<file path="config.mk">
export PLATFORM = sky130hd
export DESIGN_NAME = tw_receiver
export DESIGN_NICKNAME = d
export VERILOG_FILES = /design/src/rtl/tw_pkg.sv /design/src/rtl/tw_sync.sv /design/src/rtl/tw_shift.sv /design/src/rtl/tw_hold.sv /design/src/rtl/tw_receiver.sv
export SDC_FILE = /design/constraint.sdc
export NUM_CORES = 1
export LEC_CHECK = 0
export BUFFER_PORTS_ARGS = -buffer_cell sky130_fd_sc_hd__buf_4
export CAP_MARGIN = 25
export CORE_AREA = 8 8 76 78
export CTS_BUF_LIST = sky130_fd_sc_hd__clkbuf_2
export CTS_CLUSTER_DIAMETER = 100
export DETAILED_ROUTE_END_ITERATION = 10
export DIE_AREA = 0 0 84 86
export PLACE_DENSITY = 0.8
export SLEW_MARGIN = 5
export SYNTH_ARGS = -nofsm -noshare
export SYNTH_HDL_FRONTEND = slang
export SYNTH_SLANG_ARGS = --single-unit
</file>
<file path="constraint.sdc">
create_clock -name clk -period 1.8 [get_ports clk]
set_input_delay 0.18 -clock clk [delete_from_list [all_inputs] [get_ports clk]]
set_output_delay 0.18 -clock clk [all_outputs]
set_load 0.02 [all_outputs]
</file>
<file path="src/rtl/tw_pkg.sv">
package tw_pkg;
  localparam int unsigned TW_DIV_W_LONG = 15;
  localparam int unsigned TW_PORT_W     = 4;
  localparam int unsigned TW_SYNC_STG   = 2;
endpackage

</file>
<file path="src/rtl/tw_sync.sv">
// Multi-bit flop chain for asynchronous single-bit control lines (STAGES >= 2).
module tw_sync #(
  parameter int unsigned W      = 4,
  parameter int unsigned STAGES = 2
) (
  input  logic         clk,
  input  logic         rst_n,
  input  logic [W-1:0] d_i,
  output logic [W-1:0] q_o
);
  logic [STAGES-1:0][W-1:0] stg_q;

  always_ff @(posedge clk or negedge rst_n) begin
    if (!rst_n) stg_q <= '0;
    else        stg_q <= {stg_q[STAGES-2:0], d_i};
  end

  assign q_o = stg_q[STAGES-1];
endmodule

</file>
<file path="src/rtl/tw_shift.sv">
// Serial assembly register with a saturating bit counter.
module tw_shift #(
  parameter int unsigned WORD_W = 19,
  localparam int unsigned CNT_W = $clog2(WORD_W + 2)
) (
  input  logic              clk,
  input  logic              rst_n,
  input  logic              bit_stb_i,
  input  logic              bit_val_i,
  input  logic              clear_i,
  output logic [WORD_W-1:0] sr_o,
  output logic [CNT_W-1:0]  cnt_o
);
  localparam logic [CNT_W-1:0] CNT_SAT = CNT_W'(WORD_W + 1);

  logic [WORD_W-1:0] sr_q, sr_n;
  logic [CNT_W-1:0]  cnt_q, cnt_n;

  always_comb begin
    sr_n  = sr_q;
    cnt_n = cnt_q;
    if (clear_i) begin
      cnt_n = '0;
    end else if (bit_stb_i) begin
      sr_n = {sr_q[WORD_W-2:0], bit_val_i};
      if (cnt_q != CNT_SAT) cnt_n = cnt_q + 1'b1;
    end
  end

  always_ff @(posedge clk or negedge rst_n) begin
    if (!rst_n) begin
      sr_q  <= '0;
      cnt_q <= '0;
    end else begin
      sr_q  <= sr_n;
      cnt_q <= cnt_n;
    end
  end

  assign sr_o  = sr_q;
  assign cnt_o = cnt_q;
endmodule

</file>
<file path="src/rtl/tw_hold.sv">
// Holding buffers: load on enable fall when the count fits the mode.
module tw_hold #(
  parameter int unsigned DIV_W_LONG = 15,
  parameter int unsigned PORT_W     = 4,
  localparam int unsigned DIV_W_SHORT = DIV_W_LONG - 1,
  localparam int unsigned WORD_LONG   = DIV_W_LONG + PORT_W,
  localparam int unsigned WORD_SHORT  = DIV_W_SHORT + PORT_W,
  localparam int unsigned CNT_W       = $clog2(WORD_LONG + 2)
) (
  input  logic                  clk,
  input  logic                  rst_n,
  input  logic                  load_req_i,
  input  logic                  mode_short_i,
  input  logic [WORD_LONG-1:0]  sr_i,
  input  logic [CNT_W-1:0]      cnt_i,
  output logic [DIV_W_LONG-1:0] div_o,
  output logic [PORT_W-1:0]     port_o,
  output logic                  valid_o
);
  logic [DIV_W_LONG-1:0] div_q, div_n;
  logic [PORT_W-1:0]     port_q, port_n;
  logic                  valid_q, valid_n;
  logic                  len_ok;

  assign len_ok = mode_short_i ? (cnt_i == CNT_W'(WORD_SHORT))
                               : (cnt_i == CNT_W'(WORD_LONG));

  always_comb begin
    div_n   = div_q;
    port_n  = port_q;
    valid_n = 1'b0;
    if (load_req_i && len_ok) begin
      valid_n = 1'b1;
      if (mode_short_i) begin
        div_n  = {1'b0, sr_i[DIV_W_SHORT-1:0]};
        port_n = sr_i[WORD_SHORT-1:DIV_W_SHORT];
      end else begin
        div_n  = sr_i[DIV_W_LONG-1:0];
        port_n = sr_i[WORD_LONG-1:DIV_W_LONG];
      end
    end
  end

  always_ff @(posedge clk or negedge rst_n) begin
    if (!rst_n) begin
      div_q   <= '0;
      port_q  <= '0;
      valid_q <= 1'b0;
    end else begin
      div_q   <= div_n;
      port_q  <= port_n;
      valid_q <= valid_n;
    end
  end

  assign div_o   = div_q;
  assign port_o  = port_q;
  assign valid_o = valid_q;
endmodule

</file>
<file path="src/rtl/tw_receiver.sv">
module tw_receiver #(
  parameter int unsigned DIV_W_LONG = tw_pkg::TW_DIV_W_LONG,
  parameter int unsigned PORT_W     = tw_pkg::TW_PORT_W,
  parameter int unsigned SYNC_STG   = tw_pkg::TW_SYNC_STG
) (
  input  logic                  clk,
  input  logic                  rst_n,
  input  logic                  bus_clk_i,
  input  logic                  bus_data_i,
  input  logic                  bus_en_i,
  input  logic                  mode_i,
  output logic [DIV_W_LONG-1:0] div_o,
  output logic [PORT_W-1:0]     port_o,
  output logic                  word_valid_o
);
  localparam int unsigned WORD_LONG = DIV_W_LONG + PORT_W;
  localparam int unsigned CNT_W     = $clog2(WORD_LONG + 2);

  // Reset: asserted asynchronously, released on a clock edge.
  logic [1:0] rst_sync_q;
  logic       rst_int_n;
  always_ff @(posedge clk or negedge rst_n) begin
    if (!rst_n) rst_sync_q <= 2'b00;
    else        rst_sync_q <= {rst_sync_q[0], 1'b1};
  end
  assign rst_int_n = rst_sync_q[1];

  logic [3:0] pins_s;
  logic       clk_s, data_s, en_s, mode_s;

  tw_sync #(.W(4), .STAGES(SYNC_STG)) sync_i (
    .clk   (clk),
    .rst_n (rst_int_n),
    .d_i   ({mode_i, bus_en_i, bus_data_i, bus_clk_i}),
    .q_o   (pins_s)
  );
  assign {mode_s, en_s, data_s, clk_s} = pins_s;

  // Edge detection on the synchronised bus lines.
  logic clk_d_q, en_d_q;
  always_ff @(posedge clk or negedge rst_int_n) begin
    if (!rst_int_n) begin
      clk_d_q <= 1'b0;
      en_d_q  <= 1'b0;
    end else begin
      clk_d_q <= clk_s;
      en_d_q  <= en_s;
    end
  end

  logic bit_stb, en_fall;
  assign bit_stb = en_s & clk_s & ~clk_d_q;
  assign en_fall = ~en_s & en_d_q;

  logic [WORD_LONG-1:0] sr;
  logic [CNT_W-1:0]     bit_cnt;

  tw_shift #(.WORD_W(WORD_LONG)) shift_i (
    .clk       (clk),
    .rst_n     (rst_int_n),
    .bit_stb_i (bit_stb),
    .bit_val_i (data_s),
    .clear_i   (en_fall),
    .sr_o      (sr),
    .cnt_o     (bit_cnt)
  );

  tw_hold #(.DIV_W_LONG(DIV_W_LONG), .PORT_W(PORT_W)) hold_i (
    .clk          (clk),
    .rst_n        (rst_int_n),
    .load_req_i   (en_fall),
    .mode_short_i (mode_s),
    .sr_i         (sr),
    .cnt_i        (bit_cnt),
    .div_o        (div_o),
    .port_o       (port_o),
    .valid_o      (word_valid_o)
  );
endmodule

</file>
# Word-level counts from Yosys, hierarchy flattened
# Index checks and enable logic that the tools add are counted.
dict set report totals {
  mem_bits_rw 0
  romBits 0
  reg_bits 56
  latchBits 0
  n_memories 0
  inputBits 6
}
dict set report classes {
  div 0
  shifts 0
  order_cmp 0
  n_addsub 1
  muxes 7
  n_mul 0
  reduce_logical 5
  n_eq_ne 3
  bitwise_logic 6
}
# cell n
set ops {}
lappend ops {{$mux 15} 1}
lappend ops {{$mux 5} 3}
lappend ops {{$eq 5x5->1 const B} 2}
lappend ops {{$add 5x1->5 const B} 1}
lappend ops {{$ne 5x5->1 const B} 1}
lappend ops {{$mux 4} 1}
lappend ops {{$reduce_and 2->1} 2}
lappend ops {{$reduce_bool 2->1} 2}
lappend ops {{$and 1x1->1} 3}
lappend ops {{$not 1->1} 3}
lappend ops {{$mux 1} 2}
lappend ops {{$logic_and 1x1->1} 1}

# Longest topological paths before layout
# Gate-level depths: netlist of the first run.
dict set report logic_depth {
  word_depth 4
  ltp_mapped 5
}

# Modules after synthesis
# A second synthesis of the first run with hierarchy kept.
dict set report hier_totals {
  hier_cells 139
  hier_area_um2 2312.2
}
# module cells_each seq_area_each_um2 n_inst area_per_inst_um2
set modules_own_cells {}
lappend modules_own_cells {tw_shift 70 600.6 1 1044.8}
lappend modules_own_cells {tw_hold 50 500.5 1 918.4}
lappend modules_own_cells {tw_sync 12 200.2 1 230.2}
lappend modules_own_cells {tw_receiver 7 100.1 1 118.9}

# Worst setup path before layout of the first run
# No wires, ideal clock.
dict set report synth_timing {
  path_kind {reg2reg}
  from {register shift_i.cnt_q[3] (netlist: shift_i.cnt_o[3])}
  to {register hold_i.div_q[0] (netlist: hold_i.div_o[0])}
  setup_time_ns 0.125
  period_less_slack_ns 1.337
  path_stages_with_launch 5
  t_arrival_ns 1.212
  t_required_ns 1.675
  slack_ns 0.463
  path_cell_list {dfrtp_1 -> and4bb_1 -> nand3_2 -> buf_6 -> mux2_4}
}
dict set report synth_between {
  elab_chain_cells 3
  elab_cells_between_ends 4
}
# element line
set synth_rtl {}
lappend synth_rtl {{start: declaration} tw_shift.sv:17} ;# logic [CNT_W-1:0] cnt_q, cnt_n;
lappend synth_rtl {{start signal: assignment} tw_shift.sv:36} ;# cnt_q <= cnt_n;
lappend synth_rtl {{$eq 5x5->1 (on tied branches)} {tw_hold.sv:26, tw_hold.sv:25}}
lappend synth_rtl {{$mux 1 (*)} tw_hold.sv:25} ;# assign len_ok = mode_short_i ? (cnt_i == CNT_W'(WORD_SHORT))
lappend synth_rtl {{$logic_and 1x1->1 (*)} tw_hold.sv:32} ;# if (load_req_i && len_ok) begin
lappend synth_rtl {{end signal: assignment} tw_hold.sv:50} ;# div_q <= div_n;
lappend synth_rtl {{end: declaration} tw_hold.sv:20} ;# logic [DIV_W_LONG-1:0] div_q, div_n;
# Mark *: on every way between the ends. The rest lies on a longest branch, timed or not.
# A chain may end at the register's enable or synchronous reset.

# Final worst setup path of the first run
dict set report layout_timing {
  from {register shift_i.cnt_q[3] (netlist: shift_i.cnt_o[3])}
  to {register hold_i.port_q[1] (netlist: hold_i.port_o[1])}
}
dict set report layout_between {
  elab_chain_cells 3
  elab_cells_between_ends 4
}
# element line
set layout_rtl {}
lappend layout_rtl {{$eq 5x5->1 (on tied branches)} {tw_hold.sv:26, tw_hold.sv:25}}
lappend layout_rtl {{$mux 1 (*)} tw_hold.sv:25}
lappend layout_rtl {{$logic_and 1x1->1 (*)} tw_hold.sv:32}
lappend layout_rtl {{end signal: assignment} tw_hold.sv:51} ;# port_q <= port_n;
lappend layout_rtl {{end: declaration} tw_hold.sv:21} ;# logic [PORT_W-1:0] port_q, port_n;
# Marks and branches as above.

==> results of run 1 <==
==> how the worst min path moves through the flow <==
stage / start / slack (ns) / cells after the start / end
2_1_floorplan: rst_n / -0.12 / 0 / rst_sync_q[0]$_DFF_PN0_
3_3_place_gp: rst_n / -0.04 / 1 / rst_sync_q[0]$_DFF_PN0_
3_5_place_dp: rst_n / -0.04 / 1 / rst_sync_q[0]$_DFF_PN0_
4_1_cts: rst_n / 0.001 / 2 / rst_sync_q[1]$_DFF_PN0_
5_1_grt: rst_sync_q[1]$_DFF_PN0_ / 0.31 / 0 / shift_i.sr_o[17]$_DFFE_PN0P_
6_report: rst_sync_q[1]$_DFF_PN0_ / 0.24 / 0 / shift_i.sr_o[17]$_DFFE_PN0P_
==> power by group <==
group	switching [uW]	internal, uW
registers	61.3	1320
clock network	393	103
logic	62.2	55.2
total	516	1480
==> area by class of cell <==
class                      instances  area share, %
tap                               54           2.60
timing repair buffer              39           11.8
sequential                        56           53.9
multi-input combinational        110           29.2
inverter                           4          0.577
clock buffer                       5          0.962
clock inverter                     3          0.866
==> layer usage <==
layer	GRT usage, %	vias to the layer above	wire length, um
met3	3.60	6	178
met4	5.65	0	50
met5	0	-	0
met1	13.6	666	1740
met2	18.7	32	1840
li1	-	650	-
==> worst reg2reg max path: stages (launching register included) <==
cell	delay, ns
sky130_fd_sc_hd__dfrtp_1	0.49
sky130_fd_sc_hd__and4bb_1	0.31
sky130_fd_sc_hd__nand3_2	0.09
sky130_fd_sc_hd__buf_4	0.21
sky130_fd_sc_hd__mux2_4	0.31
==> cell usage in the layout, fill, tap and decap left out, types with 2 or more instances in the layout <==
cell                             n
sky130_fd_sc_hd__a21oi_1         2
sky130_fd_sc_hd__buf_4          33
sky130_fd_sc_hd__clkbuf_2        5
sky130_fd_sc_hd__dfrtp_1        55
sky130_fd_sc_hd__dlygate4sd3_1   6
sky130_fd_sc_hd__ha_1            2
sky130_fd_sc_hd__inv_1           4
sky130_fd_sc_hd__mux2_2          4
sky130_fd_sc_hd__mux2_4         19
sky130_fd_sc_hd__nand2_1        60
sky130_fd_sc_hd__nand3_1         3
sky130_fd_sc_hd__nand4b_1        2
sky130_fd_sc_hd__nor3_1          2
sky130_fd_sc_hd__o21ai_0         2
==> state kept, by name, summed over array words and instances, names as in the netlist <==
register / cells
sync_i.stg_q: 4
en_d_q: 1
hold_i.port_o: 4
hold_i.div_o: 15
shift_i.sr_o: 19
clk_d_q: 1
shift_i.cnt_o: 5
rst_sync_q: 2
sync_i.q_o: 4
hold_i.valid_o: 1
==> repair_timing <==
item,CTS,global route
endpoints found under the hold margin,6,2
hold buffers,5,1
gates resized for setup,0,0
==> per-stage QoR <==
stage / worst slack (ns) / hold slack [ns]
after floorplan: 0.126 / -0.116
after global placement: 0.377 / -0.0373
after detailed placement: 0.346 / -0.0361
after CTS: 0.279 / 0.00108
after global routing: 0.177 / 0.307
final: 0.299 / 0.236
==> cells by family (layout without fill, tap and decap cells) <==
logic type,count (synthesis),count (layout)
mux,24,24
compound gates,6,6
fa+ha+maj,2,2
flops,56,56
xor+xnor,1,1
buf+inv,11,51
other cells,1,1
simple gates,76,76
==> impl_results.html, run 1 <==
<table>
<tr><th>Metric</th><th>Value</th></tr>
<tr><th colspan="2">Logic synthesis</th></tr>
<tr><td>Fraction of the mapped netlist area in adder cells</td><td>1.13%</td></tr>
<tr><td>Yosys warning count</td><td>0</td></tr>
<tr><td>Proportion of synthesized flip-flops having asynchronous set or reset</td><td>100%</td></tr>
<tr><td>Largest family of logic cells by synthesized area</td><td>simple AND/OR/NAND/NOR gates</td></tr>
<tr><td>Portion of the post-synthesis area used by sequential elements</td><td>63.1%</td></tr>
<tr><td>Top cell type's share of synthesized area</td><td>63.1%</td></tr>
<tr><td>Number of enable flip-flop cells after synthesis</td><td>0</td></tr>
<tr><td>Most numerous cell in the Yosys netlist</td><td>sky130_fd_sc_hd__nand2_1</td></tr>
<tr><td>Dominant cell type by area after synthesis</td><td>sky130_fd_sc_hd__dfrtp_1</td></tr>
<tr><td>Mean cell area of the mapped netlist</td><td>12.6 um2</td></tr>
<tr><td>Top_reg_cell synth</td><td>sky130_fd_sc_hd__dfrtp_1</td></tr>
<tr><td>Dominant cells by area after synthesis</td><td>sky130_fd_sc_hd__dfrtp_1 63%, sky130_fd_sc_hd__mux2_4 13%, sky130_fd_sc_hd__nand2_1 10%</td></tr>
<tr><td>XOR/XNOR share of the synthesized area</td><td>0.394%</td></tr>
<tr><td>Share of synthesized area spent on multiplexers</td><td>15.3%</td></tr>
<tr><td>Cell area after synthesis</td><td>2220 um2</td></tr>
<tr><td>Leading post-synthesis cells by instance count</td><td>60 x sky130_fd_sc_hd__nand2_1, 56 x sky130_fd_sc_hd__dfrtp_1, 19 x sky130_fd_sc_hd__mux2_4</td></tr>
<tr><td>Post-synthesis compound-gate area fraction</td><td>1.58%</td></tr>
<tr><td>Number of instances in the synthesized netlist</td><td>177</td></tr>
<tr><td>Net Count, Synth</td><td>185</td></tr>
<tr><td>Post-synthesis register bit count</td><td>56</td></tr>
<tr><td>Number of unique standard cell types used by synthesis</td><td>29</td></tr>
<tr><td>Post-synthesis simple-gate area fraction</td><td>15.6%</td></tr>
<tr><th colspan="2">Timing</th></tr>
<tr><td>Final hold vios</td><td>0</td></tr>
<tr><td>Count of endpoints failing setup in the final report</td><td>0</td></tr>
<tr><td>Count of final max-slew check failures</td><td>0</td></tr>
<tr><td>Time the worst path needs with I/O delays and setup</td><td>1.50 ns</td></tr>
<tr><td>Relative slew slack</td><td>64.8%</td></tr>
<tr><td>Final Cycle Share</td><td>83.4%</td></tr>
<tr><td>Unrepaired setup endpoints after global routing</td><td>no</td></tr>
<tr><td>Top achievable clock speed</td><td>0.666 GHz</td></tr>
<tr><td>Setup_tns</td><td>0 ns</td></tr>
<tr><td>Setup clock skew after layout</td><td>0.0184 ns</td></tr>
<tr><td>Slew @ Worst Pin</td><td>0.528 ns</td></tr>
<tr><th colspan="2">Routing</th></tr>
<tr><td>Vias after detailed routing</td><td>1,354</td></tr>
<tr><td>First-pass DRT Iterations</td><td>4</td></tr>
<tr><td>Routed Wire Length</td><td>3810 um</td></tr>
<tr><td>Final ANT Viol Nets</td><td>0</td></tr>
<tr><td>Average via count per standard cell</td><td>5.00</td></tr>
<tr><td>Number of DRC markers in iteration 0</td><td>22</td></tr>
<tr><td>Post-route DRC violation count</td><td>0</td></tr>
<tr><td>Routed wire per std cell</td><td>14.1 um</td></tr>
<tr><th colspan="2">Clock tree</th></tr>
<tr><td>Post-CTS setup-driven buffer insertion count</td><td>0</td></tr>
<tr><td>Clk pin slew, worst setup/hold paths</td><td>0.28 ns</td></tr>
<tr><td>Clock tree root driver cell</td><td>sky130_fd_sc_hd__clkbuf_2</td></tr>
<tr><td>Clock Sink Count</td><td>56</td></tr>
<tr><td>Clock latency reported for the late side of the worst-skew pair</td><td>0.45 ns</td></tr>
<tr><td>TritonCTS buffer count</td><td>5</td></tr>
<tr><td>Bufs on Longest Clock Path</td><td>2</td></tr>
<tr><td>H-tree levels</td><td>2</td></tr>
<tr><td>TritonCTS clock tree</td><td>yes</td></tr>
<tr><th colspan="2">Worst setup path</th></tr>
<tr><td>Crit path kind</td><td>reg2reg</td></tr>
<tr><td>Number of cells on the worst reg-to-reg path</td><td>4</td></tr>
<tr><td>Worst flop-to-flop path endpoint</td><td>hold_i.port_o[1]$_DFFE_PN0P_</td></tr>
<tr><td>Worst path max stage delay</td><td>0.49 ns</td></tr>
<tr><td>CP required</td><td>2.16 ns</td></tr>
<tr><td>Worst setup SP type</td><td>flip-flop</td></tr>
<tr><td>Cell with the largest stage delay on the worst path</td><td>sky130_fd_sc_hd__dfrtp_1</td></tr>
<tr><td>Levels on crit path</td><td>4</td></tr>
<tr><td>Critical path capture point type</td><td>flip-flop</td></tr>
<tr><td>Setup crit start</td><td>shift_i.cnt_o[3]$_DFFE_PN0P_</td></tr>
<tr><td>Highest net fanout along the worst path</td><td>10</td></tr>
<tr><td>Capturing instance or port of the critical path</td><td>hold_i.port_o[1]$_DFFE_PN0P_</td></tr>
<tr><td>Cell family with the largest share of critical-path delay</td><td>flip-flops</td></tr>
<tr><td>Sum of buffers and inverters on the critical path</td><td>1</td></tr>
<tr><td>Reg2Reg Setup Slack</td><td>0.30 ns</td></tr>
<tr><td>Critical path data arrival time</td><td>1.86 ns</td></tr>
<tr><td>Critical path, cell by cell</td><td>and4bb_1 -&gt; nand3_2 -&gt; buf_4 -&gt; mux2_4</td></tr>
<tr><td>Launch instance of the worst register-to-register path</td><td>shift_i.cnt_o[3]$_DFFE_PN0P_</td></tr>
<tr><th colspan="2">GRT</th></tr>
<tr><td>Initial antenna violation count</td><td>0</td></tr>
<tr><td>Wire length of the first global-routing pass</td><td>6770 um</td></tr>
<tr><td>Number of global-route vias before repair</td><td>1,455</td></tr>
<tr><td>Total routing resource utilization after global routing</td><td>11.6%</td></tr>
<tr><td>Total congestion overflow</td><td>0</td></tr>
<tr><td>Largest net degree at the start of global routing</td><td>27</td></tr>
<tr><th colspan="2">Placement</th></tr>
<tr><td>Placed cell count</td><td>257</td></tr>
<tr><td>Port Buf Inserts</td><td>25</td></tr>
<tr><td>Routability cong.</td><td>0.782</td></tr>
<tr><td>Half-perimeter wire length after detailed placement</td><td>2780 um</td></tr>
<tr><td>Cell area reported after detailed placement</td><td>2490 um2</td></tr>
<tr><th colspan="2">Floorplan</th></tr>
<tr><td>Site Rows</td><td>25</td></tr>
<tr><td>Die outline area</td><td>7220 um2</td></tr>
<tr><td>Starting density of the core</td><td>48.3%</td></tr>
<tr><td>Total I/O pin count</td><td>26</td></tr>
<tr><td>Horizontal die dimension</td><td>84 um</td></tr>
<tr><td>Core region area</td><td>4600 um2</td></tr>
<tr><td>Y dimension of the die</td><td>86 um</td></tr>
<tr><th colspan="2">Final layout</th></tr>
<tr><td>Proportion of layout cells with a drive suffix above 1</td><td>30.9%</td></tr>
<tr><td>Area occupied by registers</td><td>1400 um2</td></tr>
<tr><td># fillers</td><td>380</td></tr>
<tr><td>Final instance count without filler cells</td><td>271</td></tr>
<tr><td>Total inserted antenna cells</td><td>0</td></tr>
<tr><td>Final layout net count</td><td>224</td></tr>
<tr><td>Final design area excluding fillers</td><td>2600 um2</td></tr>
<tr><td>Footprint of the multi-input gates</td><td>759 um2</td></tr>
<tr><td>Area overhead of the layout relative to synthesis</td><td>17.0%</td></tr>
<tr><td>Final Util</td><td>56.5%</td></tr>
<tr><th colspan="2">Power</th></tr>
<tr><td>Total power draw</td><td>2000 uW</td></tr>
<tr><td>Pwr per Cell Area</td><td>768 nW/um2</td></tr>
<tr><td>Cell leakage power</td><td>0.00143 uW</td></tr>
<tr><td>Max IR drop VDD</td><td>0.495 mV</td></tr>
<tr><th colspan="2">Hold path</th></tr>
<tr><td>Worst Hold Class</td><td>reg2async</td></tr>
<tr><th colspan="2">Job</th></tr>
<tr><td>Number of max-capacitance violations reported</td><td>0</td></tr>
<tr><th colspan="2">Run status</th></tr>
<tr><td>Outcome</td><td>complete, no violations</td></tr>
</table>
Note: power is estimated with default switching activity, not from simulation.
==> run 2, diff against run 1 <==
==> constraint.sdc (replaced) <==
create_clock -name clk -period 1.6 [get_ports clk]
set_input_delay 0.16 -clock clk [delete_from_list [all_inputs] [get_ports clk]]
set_output_delay 0.16 -clock clk [all_outputs]
set_load 0.02 [all_outputs]
==> run 2 against run 1 <==
  * Via count fell by 1.3%
  * Critical endpoint unchanged
  * Sequential power rose by 12%
  * Sequential share of layout area fell by 1.4 points
  * Cell area rose by 2.7%
  * Largest power group unchanged
  * Cell count rose by 0.37%
  * Hold slack got worse by 0.038 ns
  * Highest routed layer unchanged
  * Setup slack got worse by 0.20 ns
  * Sequential cell count did not move
==> impl_results.html, run 2 (same netlist as run 1, synthesis figures left out) <==
<table>
<tr><th>Metric</th><th>Value</th></tr>
<tr><th colspan="2">Power</th></tr>
<tr><td>Clock network fraction of design power</td><td>32.6%</td></tr>
<tr><td>Sw power</td><td>543 uW</td></tr>
<tr><td>Cell leakage power</td><td>0.00146 uW</td></tr>
<tr><td>Internal power summed over all cells</td><td>1970 uW</td></tr>
<tr><td>Max IR drop VDD</td><td>0.573 mV</td></tr>
<tr><td>Fraction of power spent switching nets</td><td>21.6%</td></tr>
<tr><td>Pwr per Cell Area</td><td>941 nW/um2</td></tr>
<tr><td>Portion of total power attributed to sequential cells</td><td>61.7%</td></tr>
<tr><td>Logic gate share of total power</td><td>5.7%</td></tr>
<tr><th colspan="2">Timing</th></tr>
<tr><td>Count of final max-slew check failures</td><td>0</td></tr>
<tr><td>Unrepaired setup endpoints after global routing</td><td>no</td></tr>
<tr><td>Final hold vios</td><td>0</td></tr>
<tr><td>Final Cycle Share</td><td>93.8%</td></tr>
<tr><td>Setup clock skew after layout</td><td>0.0248 ns</td></tr>
<tr><td>Setup_tns</td><td>0 ns</td></tr>
<tr><td>Top achievable clock speed</td><td>0.666 GHz</td></tr>
<tr><td>Final Hold Slack</td><td>0.198 ns</td></tr>
<tr><td>Time the worst path needs with I/O delays and setup</td><td>1.50 ns</td></tr>
<tr><td>Count of endpoints failing setup in the final report</td><td>0</td></tr>
<tr><th colspan="2">Floorplan</th></tr>
<tr><td>Site Rows</td><td>25</td></tr>
<tr><td>Y dimension of the die</td><td>86 um</td></tr>
<tr><td>Core region area</td><td>4600 um2</td></tr>
<tr><td>Total I/O pin count</td><td>26</td></tr>
<tr><td>Starting density of the core</td><td>48.3%</td></tr>
<tr><td>Horizontal die dimension</td><td>84 um</td></tr>
<tr><td>Die outline area</td><td>7220 um2</td></tr>
<tr><th colspan="2">Hold path</th></tr>
<tr><td>Worst Hold Class</td><td>reg2async</td></tr>
<tr><th colspan="2">Clock tree</th></tr>
<tr><td>Clk pin slew, worst setup/hold paths</td><td>0.25 ns</td></tr>
<tr><td>TritonCTS clock tree</td><td>yes</td></tr>
<tr><td>Clock Sink Count</td><td>56</td></tr>
<tr><td>H-tree levels</td><td>2</td></tr>
<tr><td>Clock tree root driver cell</td><td>sky130_fd_sc_hd__clkbuf_2</td></tr>
<tr><td>TritonCTS buffer count</td><td>5</td></tr>
<tr><td>Bufs on Longest Clock Path</td><td>2</td></tr>
<tr><td>Clock latency reported for the late side of the worst-skew pair</td><td>0.44 ns</td></tr>
<tr><th colspan="2">Routing</th></tr>
<tr><td>Routed wire per std cell</td><td>13.5 um</td></tr>
<tr><td>Routed Wire Length</td><td>3670 um</td></tr>
<tr><td>Number of DRC markers in iteration 0</td><td>50</td></tr>
<tr><td>Final ANT Viol Nets</td><td>0</td></tr>
<tr><td>Post-route DRC violation count</td><td>0</td></tr>
<tr><td>Average via count per standard cell</td><td>4.92</td></tr>
<tr><td>First-pass DRT Iterations</td><td>4</td></tr>
<tr><td>Vias after detailed routing</td><td>1,337</td></tr>
<tr><th colspan="2">GRT</th></tr>
<tr><td>Initial antenna violation count</td><td>0</td></tr>
<tr><td>Total congestion overflow</td><td>0</td></tr>
<tr><td>Total routing resource utilization after global routing</td><td>11.1%</td></tr>
<tr><td>Largest net degree at the start of global routing</td><td>36</td></tr>
<tr><td>Wire length of the first global-routing pass</td><td>6470 um</td></tr>
<tr><td>Number of global-route vias before repair</td><td>1,406</td></tr>
<tr><th colspan="2">Placement</th></tr>
<tr><td>Placed cell count</td><td>258</td></tr>
<tr><td>Port Buf Inserts</td><td>25</td></tr>
<tr><td>Half-perimeter wire length after detailed placement</td><td>2620 um</td></tr>
<tr><td>Routability cong.</td><td>0.754</td></tr>
<tr><th colspan="2">Worst setup path</th></tr>
<tr><td>Reg2Reg Setup Slack</td><td>0.1 ns</td></tr>
<tr><td>CP required</td><td>1.94 ns</td></tr>
<tr><td>Launch instance of the worst register-to-register path</td><td>shift_i.cnt_o[3]$_DFFE_PN0P_</td></tr>
<tr><td>Highest net fanout along the worst path</td><td>12</td></tr>
<tr><td>Critical path data arrival time</td><td>1.84 ns</td></tr>
<tr><td>Setup crit start</td><td>shift_i.cnt_o[3]$_DFFE_PN0P_</td></tr>
<tr><td>Worst setup SP type</td><td>flip-flop</td></tr>
<tr><td>Critical path capture point type</td><td>flip-flop</td></tr>
<tr><td>Crit path kind</td><td>reg2reg</td></tr>
<tr><th colspan="2">Final layout</th></tr>
<tr><td>Leading cell types in the layout, fill and taps excluded</td><td>60 x sky130_fd_sc_hd__nand2_1, 54 x sky130_fd_sc_hd__dfrtp_1, 34 x sky130_fd_sc_hd__buf_4</td></tr>
<tr><td>Max FFs per register</td><td>19</td></tr>
<tr><td>Proportion of layout cells with a drive suffix above 1</td><td>32.1%</td></tr>
<tr><td>Final layout net count</td><td>226</td></tr>
<tr><td>Most frequent standard cell in the layout excluding fill and tap cells</td><td>sky130_fd_sc_hd__nand2_1</td></tr>
<tr><td>Total inserted antenna cells</td><td>0</td></tr>
<tr><td>Area overhead of the layout relative to synthesis</td><td>20.2%</td></tr>
<tr><td>Final instance count without filler cells</td><td>272</td></tr>
<tr><th colspan="2">Run status</th></tr>
<tr><td>Outcome</td><td>complete, no violations</td></tr>
<tr><th colspan="2">Job</th></tr>
<tr><td>Number of max-capacitance violations reported</td><td>0</td></tr>
</table>
-- run 2: cell types whose count changed in the layout (fill, tap and decap cells not counted) --
cell	change
sky130_fd_sc_hd__inv_6	-1
sky130_fd_sc_hd__buf_4	+1
sky130_fd_sc_hd__dfrtp_1	-1
sky130_fd_sc_hd__bufinv_16	+2
sky130_fd_sc_hd__nor3_2	+1
sky130_fd_sc_hd__dfrtp_2	+1
sky130_fd_sc_hd__nor3_1	-1
sky130_fd_sc_hd__buf_12	+1
sky130_fd_sc_hd__clkinv_4	-1
sky130_fd_sc_hd__clkinv_2	-1
-- run 2: what timing repair did --
item / 4_1_cts / 5_1_grt
hold buffers: 6 / 0
setup endpoints to repair: 0 / 1
resized for setup: 0 / 2
endpoints found under the hold margin: 6 / 0
setup buffers: 0 / 1
-- run 2: power by group through the flow --
stage,logic [uW],clock network (uW),registers [uW]
6_report,144,819,1550
5_1_grt,169,881,1570
3_5_place_dp,130,0,1580
4_1_cts,141,841,1550
3_3_place_gp,125,0,1570
2_1_floorplan,77.6,0,1570
-- run 2: worst paths after layout --
path	end	depth (start not counted)
max reg2reg	hold_i.port_o[1]$_DFFE_PN0P_	4
min	sync_i.q_o[1]$_DFF_PN0_	0
min in group clk	sync_i.stg_q[0]$_DFF_PN0_	2
max	hold_i.port_o[1]$_DFFE_PN0P_	4
min reg2reg	sync_i.q_o[1]$_DFF_PN0_	0
max in group asynchronous	sync_i.q_o[3]$_DFF_PN0_	1
-- run 2: critical path, cell delays in order, from the launching register on --
cell	delay (ns)
sky130_fd_sc_hd__dfrtp_1	0.48
sky130_fd_sc_hd__and4bb_1	0.30
sky130_fd_sc_hd__nand3_2	0.09
sky130_fd_sc_hd__buf_4	0.22
sky130_fd_sc_hd__mux2_4	0.32
-- run 2: metal layers --
layer,routed length [um],GRT usage [%],vias to the layer above
met5,0,0,-
met4,73,5.18,0
met3,162,3.60,6
met2,1750,18.2,22
met1,1690,12.8,651
li1,-,-,658
-- run 2: metrics by stage --
step	util, %	total power, uW	setup slack, ns	area, um2
after floorplan	-	1650	0.263	2220
after global placement	54.6	1700	0.160	2510
after detailed placement	54.6	1710	0.0981	2510
after CTS	57.8	2530	0.0361	2660
after global routing	58.1	2620	0.00549	2670
final	58.1	2510	0.0994	2670
-- run 2: layout make-up --
| cell class | instances | area, um2 |
|---|---|---|
| Clock buffer | 5 | 25.0 |
| Clock inverter | 2 | 60.1 |
| Fill cell | 373 | 1930 |
| Inverter | 4 | 15.0 |
| Multi-Input combinational cell | 110 | 764 |
| Sequential cell | 56 | 1400 |
| Tap cell | 54 | 67.6 |
| Timing Repair Buffer | 41 | 335 |
